File: config.mk
export PLATFORM = sky130hd
export DESIGN_NAME = phy_led_driver
export DESIGN_NICKNAME = d
export VERILOG_FILES = /design/src/rtl/phyled_pkg.sv /design/src/rtl/evt_hold.sv /design/src/rtl/blink_phase.sv /design/src/rtl/phy_led_driver.sv
export SDC_FILE = /design/constraint.sdc
export NUM_CORES = 1
export LEC_CHECK = 0
export BUFFER_PORTS_ARGS = -buffer_cell sky130_fd_sc_hd__buf_2
export CAP_MARGIN = 5
export CORE_MARGIN = 5
export CORE_UTILIZATION = 30
export DETAILED_ROUTE_END_ITERATION = 12
export PLACE_DENSITY = 0.47
export SYNTH_ARGS = -nofsm -noshare
export SYNTH_HDL_FRONTEND = slang
export SYNTH_SLANG_ARGS = --single-unit
File: constraint.sdc
create_clock -name clk -period 3.44 [get_ports clk]
set_input_delay 0.172 -clock clk [delete_from_list [all_inputs] [get_ports clk]]
set_output_delay 0.172 -clock clk [all_outputs]
set_load 0.005 [all_outputs]
File: src/rtl/phyled_pkg.sv
package phyled_pkg;

    typedef enum logic [1:0] {
        DISP_PLAIN  = 2'd0,
        DISP_COLL   = 2'd1,
        DISP_DUPLEX = 2'd2
    } disp_mode_e;

    typedef struct packed {
        logic link;
        logic speed;
        logic share;
    } led_set_t;

    localparam int unsigned EVT_CHANNELS = 2;
    localparam int unsigned CH_ACT       = 0;
    localparam int unsigned CH_COL       = 1;

    function automatic disp_mode_e pick_mode(input logic [1:0] cfg);
        if (cfg[0])
            return DISP_PLAIN;
        else if (cfg[1])
            return DISP_DUPLEX;
        else
            return DISP_COLL;
    endfunction

endpackage

File: src/rtl/evt_hold.sv
module evt_hold #(
    parameter int unsigned HOLD_CYC = 1000
) (
    input  logic clk,
    input  logic rst,
    input  logic pulse,
    output logic evt_next
);
    localparam int unsigned CW = $clog2(HOLD_CYC + 1);
    localparam logic [CW-1:0] HOLD_V = CW'(HOLD_CYC);

    logic [CW-1:0] cnt_q;
    logic [CW-1:0] cnt_n;

    always_comb begin
        if (pulse)
            cnt_n = HOLD_V;
        else if (cnt_q != '0)
            cnt_n = cnt_q - 1'b1;
        else
            cnt_n = '0;
    end

    assign evt_next = (cnt_n != '0);

    always_ff @(posedge clk) begin
        if (rst)
            cnt_q <= '0;
        else
            cnt_q <= cnt_n;
    end


    hold_restart_chk: assert property (@(posedge clk) disable iff (rst)
        pulse |=> (cnt_q == HOLD_V));


    hold_range_chk: assert property (@(posedge clk) disable iff (rst)
        cnt_q <= HOLD_V);

endmodule

File: src/rtl/blink_phase.sv
module blink_phase #(
    parameter int unsigned BLINK_HALF = 1000
) (
    input  logic clk,
    input  logic rst,
    input  logic en_next,
    output logic ph_next
);
    localparam int unsigned CW = $clog2(BLINK_HALF + 1);
    localparam logic [CW-1:0] HALF_V = CW'(BLINK_HALF);

    logic [CW-1:0] cnt_q, cnt_n;
    logic          ph_q;

    always_comb begin
        if (!en_next) begin
            cnt_n   = '0;
            ph_next = 1'b0;
        end else if (cnt_q == HALF_V) begin
            cnt_n   = CW'(1);
            ph_next = ~ph_q;
        end else begin
            cnt_n   = cnt_q + 1'b1;
            ph_next = ph_q;
        end
    end

    always_ff @(posedge clk) begin
        if (rst) begin
            cnt_q <= '0;
            ph_q  <= 1'b0;
        end else begin
            cnt_q <= cnt_n;
            ph_q  <= ph_next;
        end
    end


    blink_idle_dark_chk: assert property (@(posedge clk) disable iff (rst)
        (cnt_q == '0) |-> !ph_q);


    blink_span_chk: assert property (@(posedge clk) disable iff (rst)
        cnt_q <= HALF_V);

endmodule

File: src/rtl/phy_led_driver.sv
module phy_led_driver
    import phyled_pkg::*;
#(
    parameter int unsigned HOLD_CYC   = 2500000,
    parameter int unsigned BLINK_HALF = 3125000
) (
    input  logic       clk,
    input  logic       rst,
    input  logic       link_good,
    input  logic       spd_100,
    input  logic       full_dup,
    input  logic       act_pulse,
    input  logic       col_pulse,
    input  logic [1:0] led_cfg,
    output logic       led_link,
    output logic       led_speed,
    output logic       led_share
);
    disp_mode_e mode;
    logic [EVT_CHANNELS-1:0] pulse_vec;
    logic [EVT_CHANNELS-1:0] evt_vec;
    logic     blink_en;
    logic     blink_ph;
    led_set_t nxt;
    led_set_t leds_q;

    assign mode = pick_mode(led_cfg);

    assign pulse_vec[CH_ACT] = act_pulse;
    assign pulse_vec[CH_COL] = col_pulse;

    for (genvar ch = 0; ch < EVT_CHANNELS; ch++) begin : g_hold
        evt_hold #(.HOLD_CYC(HOLD_CYC)) u_hold (
            .clk      (clk),
            .rst      (rst),
            .pulse    (pulse_vec[ch]),
            .evt_next (evt_vec[ch])
        );
    end

    assign blink_en = link_good && evt_vec[CH_ACT] && (mode != DISP_PLAIN);

    blink_phase #(.BLINK_HALF(BLINK_HALF)) u_blink (
        .clk     (clk),
        .rst     (rst),
        .en_next (blink_en),
        .ph_next (blink_ph)
    );

    always_comb begin
        nxt.speed = spd_100;
        unique case (mode)
            DISP_PLAIN: begin
                nxt.link  = link_good;
                nxt.share = evt_vec[CH_ACT];
            end
            DISP_COLL: begin
                nxt.link  = blink_en ? blink_ph : link_good;
                nxt.share = evt_vec[CH_COL];
            end
            default: begin
                nxt.link  = blink_en ? blink_ph : link_good;
                nxt.share = full_dup;
            end
        endcase
    end

    always_ff @(posedge clk) begin
        if (rst)
            leds_q <= '0;
        else
            leds_q <= nxt;
    end

    assign led_link  = leds_q.link;
    assign led_speed = leds_q.speed;
    assign led_share = leds_q.share;


    link_down_dark_chk: assert property (@(posedge clk) disable iff (rst)
        !link_good |=> !led_link);


    speed_on_chk: assert property (@(posedge clk) disable iff (rst)
        spd_100 |=> led_speed);


    speed_off_chk: assert property (@(posedge clk) disable iff (rst)
        !spd_100 |=> !led_speed);


    duplex_mirror_chk: assert property (@(posedge clk) disable iff (rst)
        (led_cfg == 2'b10) |=> (led_share == $past(full_dup)));


    plain_link_chk: assert property (@(posedge clk) disable iff (rst)
        led_cfg[0] |=> (led_link == $past(link_good)));


    coll_lit_chk: assert property (@(posedge clk) disable iff (rst)
        (led_cfg == 2'b00 && col_pulse) |=> led_share);

endmodule

==> flow_summary.toml, run 1 <==
[die]
floorplan.io_pins = 12
start_util_pct = 30.66
core_box_area_sq_um = 11470
die_h_um = 118.3
dieWidth_um = 118.3
fp.dieArea_sq_um = 13980
placementRows = 39

[clock_tree]
cts-root-buf = "clkbuf_16"
clock_insertion_delay_worst_skew_ns = 0.34
cts_buffer_depth = 2
htreeDepth = 3
ctsResizeCount = 0
cts_inserted_buffers = 9
cts_setup_buffers = 0
cts.sinks = 70
worst_setup_hold_path_clk_slew_ns = 0.06
cts_tree = "done"
cts_hold_repair.buffers = 0

[routing]
ant_nets = 0
drt_drc_violations_left = 0
initialDrtViolationCount = 176
route.vias.total = 2972
average_routed_wire_per_standard_cell_um = 13.61
detail_route.vias_per_cell = 5.063
total_wire_length_after_detailed_routing_mm = 7.992
number_of_detailed_route_iterations_in_the_first_pass = 4

[synth]
postSynthNetCount = 448
synthDistinctLibCells = 46
synthesis.instances = 435
yosysTopAreaCellShare_pct = 39.86
synth.yosys.seq_area_share_pct = 39.86
synth-warning-count = 0
ys_seq_elements = 70
synth_top_area_cell = "dfxtp_1"
synthesis.area_sq_um = 3516
synthTopCellsByArea = "dfxtp_1 (40%), xnor2_1 (8.7%), nor2_1 (6.7%)"
syn_avg_cell_area_sq_um = 8.082

[timing]
period_utilization_pct = 88.31
min_period_ns = 3.038
setup_repair_after_global_routing_missed_its_margin = "false"
skew_ns = 0.006068
fin_tns_setup_ns = 0
hold_violations = 0
worst-slew-pin-transition_ns = 0.9437
finalSetupViolations = 0
max_clock_freq_mhz = 329.2
slew_headroom_pct = 37.08
maxSlewViolCount = 0

[power]
p_per_area_nw_per_um2 = 536.7
power.static_leakage_uw = 0.001386
vdd.ir_drop.worst_v = 0.0001823
power_uw = 2141

[run]
cap_viol_max_count = 0

[worst_hold_path]
worst_hold_path_type = "in -> reg"

[finish]
nNetsFinal = 453
filler_cell_count = 1172
insertedDiodeCount = 0
layout-area-overhead-vs-synth_pct = 13.45
stdcell_area_sq_um = 3989
post_route_cells_drive_above_1_share_pct = 8.559

[worst_setup_path]
critical_path.max_fanout = 7
required_ns = 3.66
worst-endpoint-arrival_ns = 3.25
criticalPathCategory = "reg -> reg"
critical_path.startpoint_type = "register"
cp-end-kind = "register"

[placement]
place.gp.congestion = 0.8234
detailedPlacementHpwl_mm = 5.503
postPlaceCellArea_sq_um = 3699
place.port_buffers = 11

[global_route]
antenna_violations_before_repair = 0
grt_first_pass_wirelength_mm = 13.62
first_global_vias = 2845
grtUsageTotal_pct = 11.79
grt_start_max_net_pins = 25
grt.overflow.total = 0

[run_status]
status = "finished, final reports clean"
==> power breakdown <==
part	switching, uW	internal (uW)	total (uW)
logic	183	130	313
clock network	352	574	926
registers	50.3	851	901
total	586	1560	2140
==> layout make-up <==
type,count,area [sq um],share of cell area [%]
clock inverters,4,47.55,1.192
inverters,16,60.06,1.506
clock buffers,11,242.7,6.085
flip-flops and latches,70,1401,35.13
well taps,143,178.9,4.486
multi-input cells,328,1973,49.47
repair buffers,15,85.08,2.133
==> sequential cells by signal, summed over array words and instances, names as in the netlist <==
| register | cells |
|---|---|
| led_link | 1 |
| u_blink.ph_q | 1 |
| led_speed | 1 |
| led_share | 1 |
| g_hold.u_hold.cnt_q | 44 |
| u_blink.cnt_q | 22 |
==> cell families (layout without fill, tap and decap cells) <==
logic type | count (synthesis) | in the layout | share of synthesized area [%]
and+or+nand+nor | 222 | 222 | 32.38
DFF | 70 | 70 | 39.86
xor gates and xnor gates | 54 | 54 | 13.45
AOI/OAI and AO/OA | 47 | 47 | 8.577
buffers and inverters | 37 | 46 | 4.021
adders and majority gates | 4 | 4 | 1.424
muxes | 1 | 1 | 0.2847
==> metrics by stage <==
| step | utilization, % | std cells | hold slack (ns) | setup slack, ns |
|---|---|---|---|---|
| floorplan | - | 435 | 0.3002 | 0.7944 |
| global placement | 32.25 | 572 | 0.3834 | 0.5026 |
| detailed placement | 32.25 | 572 | 0.4060 | 0.4233 |
| CTS | 34.78 | 587 | 0.05527 | 0.4140 |
| global route | 34.78 | 587 | 0.05767 | 0.1831 |
| finish | 34.78 | 587 | 0.05944 | 0.4021 |
==> Yosys cell counts, drive strengths merged <==
cell type and number:
nor3b 3, o21ai 9, a41o 1, nor3 41, or4 9, buf 2
xor2 19, inv 16, or2 1, dfxtp 70, a21oi 20, o211ai 1
or3b 1, or3 11, nand3 17, nor2 63, nand2b 1, ha 4
a311o 1, nand2 35, nand4 10, nor4bb 1, and2 1, nor4b 5
clkbuf 19, o31ai 2, o2111ai 1, xnor2 35, nor2b 6, a311oi 1
o41ai 3, and4 1, nand3b 1, mux2i 1, o21a 1, a211oi 3
a31oi 3, nor4 15, o32a 1
==> worst max-delay path: stages, from the launching register on <==
cell	delay (ns)
dfxtp_1	0.34
inv_1	0.09
ha_1	0.23
nor4b_1	0.51
nand4_2	0.33
or4_1	0.64
a21oi_4	0.18
nand4_1	0.10
o41ai_1	0.39
o21ai_1	0.10
==> cell usage in the layout (no fill, tap or decap), types with 2 or more instances in the layout <==
cell type,count
clkinv_2,2
nand4_1,9
nand3_1,17
nor3_2,2
a21oi_1,19
nor3_1,39
buf_4,4
xnor2_1,35
o41ai_1,3
a211oi_1,3
xor2_1,19
nor4_1,15
o21ai_0,8
nor3b_1,2
ha_1,4
nor2b_1,6
dfxtp_1,70
nor2_1,63
buf_2,11
nand2_1,35
inv_1,16
or3_1,10
or4_1,8
nor4b_1,5
clkbuf_16,9
o31ai_1,2
a31oi_1,3
==> final timing paths <==
path / startpoint / endpoint / slack (ns) / cells after the start
worst max register to register: g_hold[1].u_hold.cnt_q[0] / led_share / 0.40 / 9
worst min register to register: g_hold[0].u_hold.cnt_q[6] / g_hold[0].u_hold.cnt_q[6] / 0.47 / 2
worst max-delay path: g_hold[1].u_hold.cnt_q[0] / led_share / 0.40 / 9
worst min-delay path: spd_100 / led_speed / 0.06 / 2
==> per-layer routing <==
layer	part of all wire, %	global-route usage [%]	vias to the layer above
li1	-	-	1530
met1	50	15.52	1372
met2	43	17.62	48
met3	3.5	2.674	22
met4	3.2	6.953	0
met5	0	0	-
Note: power is estimated with default switching activity, not from simulation.
==> inputs of run 2 (changes only) <==
- CORE_UTILIZATION: 30 -> 61
- CTS_CLUSTER_DIAMETER: default -> 200
- GPL_ROUTABILITY_DRIVEN: default -> 0
- PLACE_DENSITY: 0.47 -> 0.82
==> run 2 against run 1 <==
  * Global-route usage rose by 8.9 points
  * Sequential share of layout area rose by 1.7 points
  * Non-clock buffer count fell by 1
  * Clock power fell by 28%
  * Critical path type unchanged
  * Critical endpoint is now u_blink.cnt_q[20]
  * Largest cell class unchanged
  * Highest routed layer unchanged
==> flow_summary.toml, run 2 (same netlist as run 1, synthesis figures left out) <==
[clock_tree]
cts_inserted_buffers = 9
ctsResizeCount = 0
cts_hold_repair.buffers = 0
cts_tree = "done"
htreeDepth = 3
cts_setup_buffers = 0
worst_setup_hold_path_clk_slew_ns = 0.07
cts-root-buf = "clkbuf_8"
cts.sinks = 70
clock_insertion_delay_worst_skew_ns = 0.34
cts_buffer_depth = 2

[finish]
nNetsFinal = 452
layout-area-overhead-vs-synth_pct = 8.150
insertedDiodeCount = 0
largest_register_ffs = 44
most-common-layout-cells = "dfxtp_1 (70), nor2_1 (63), nor3_1 (39)"
fin_util_pct = 68.63
biggestRegsByFlops = "g_hold.u_hold.cnt_q: 44 flops, u_blink.cnt_q: 22 flops"
post_route_cells_drive_above_1_share_pct = 8.559
final_common_cell = "dfxtp_1"
max_flop_register = "g_hold.u_hold.cnt_q"

[worst_setup_path]
critical_path.max_fanout = 23
worst-endpoint-arrival_ns = 3.15
reg2reg_depth = 8
timing.critical_path.slowest_stage_cell = "nor4_1"
timing.critical_path.buf_inv = 1
cp_top_family = "simple AND/OR/NAND/NOR gates"
critical_path.startpoint_type = "register"
cp-end-kind = "register"
crit_top_cell = "nor4_1"
worstSetupPathDepth = 8
cpPeakStageDelay_ns = 0.57
required_ns = 3.62
criticalPathCategory = "reg -> reg"
crit_chain = "nor4_1 > nand4_1 > xnor2_1 > or3_1 > nor4_1 > a311o_1 > buf_4 > nor3_1"

[routing]
number_of_detailed_route_iterations_in_the_first_pass = 4
ant_nets = 0
average_routed_wire_per_standard_cell_um = 13.86
wire_length_on_met1_mm = 3.342
detail_route.vias_per_cell = 5.818
highest_layer = "met4"
route.vias.total = 3002
total_wire_length_after_detailed_routing_mm = 7.152
initialDrtViolationCount = 152
wl_met3_um = 347
met2_length_mm = 3.343
drt_drc_violations_left = 0

[worst_hold_path]
worst_hold_path_type = "in -> reg"
worstHoldPathCells = 2

[placement]
place.port_buffers = 11
detailedPlacementHpwl_mm = 4.989

[die]
start_util_pct = 63.46
placementRows = 27
die_h_um = 85.92
fp.dieArea_sq_um = 7382
core_box_area_sq_um = 5540
dieWidth_um = 85.92
floorplan.io_pins = 12

[run]
cap_viol_max_count = 0

[timing]
skew_ns = 0.009980
min_period_ns = 2.969
worst-slew-pin-transition_ns = 0.8869
slew_headroom_pct = 40.88
setup_repair_after_global_routing_missed_its_margin = "false"
hold_violations = 0
fin_tns_setup_ns = 0
period_utilization_pct = 86.31
finalSetupViolations = 0
maxSlewViolCount = 0
max_clock_freq_mhz = 336.8

[global_route]
antenna_violations_before_repair = 0
first_global_vias = 2817
grt.overflow.total = 0
grt_start_max_net_pins = 25
grtUsageTotal_pct = 20.72
grt_first_pass_wirelength_mm = 12.45

[power]
p_per_area_nw_per_um2 = 494.1
vdd.ir_drop.worst_v = 0.0003571
power_uw = 1879
power.static_leakage_uw = 0.001347

[run_status]
status = "finished, final reports clean"
## run 2: cell types whose count changed in the layout (fill, tap and decap cells not counted), sizes merged
cell	delta
clkinv	+1
clkbuf	+1
buf	-1
clkinvlp	-1
## run 2: report_power, final
group / internal, uW / switching, uW
registers: 850 / 49.3
logic: 128 / 183
clock network: 371 / 297
## run 2: cell type report
cell class                 count  area, sq um
fill                         443         1738
inverter                      16        60.06
clock buffer                  12        155.1
sequential                    70         1401
multi-input combinational    328         1973
tap                           72        90.09
timing repair buffer          14        77.57
clock inverter                 4        45.04
## run 2: per-layer routing
metal	global-route usage [%]	up-vias
met1	25.80	1391
met5	0	-
met3	5.283	10
met2	33.36	79
met4	9.784	0
li1	-	1522
## run 2: path summary, 6_finish.rpt
| check | from | end | slack (ns) |
|---|---|---|---|
| worst max register to register | g_hold[0].u_hold.cnt_q[3] | u_blink.cnt_q[20] | 0.47 |
| worst max-delay path | g_hold[0].u_hold.cnt_q[3] | u_blink.cnt_q[20] | 0.47 |
| worst min register to register | g_hold[0].u_hold.cnt_q[6] | g_hold[0].u_hold.cnt_q[6] | 0.47 |
| worst min-delay path | spd_100 | led_speed | 0.05 |
## run 2: worst register-to-register path, stage by stage, from the launching register on
cell and delay (ns):
dfxtp_1 0.37, nor4_1 0.57, nand4_1 0.33, xnor2_1 0.23, or3_1 0.40, nor4_1 0.35, a311o_1 0.22, buf_4 0.25
nor3_1 0.09
## run 2: per-stage QoR
stage	std cells	worst slack, ns	hold WS (ns)	cell area (sq um)
after floorplan	435	0.7944	0.3002	3516
after global placement	500	0.5983	0.3807	3602
after detailed placement	500	0.4999	0.3994	3602
after CTS	516	0.5030	0.04465	3802
after global routing	516	0.2221	0.04260	3802
final	516	0.4710	0.04764	3802
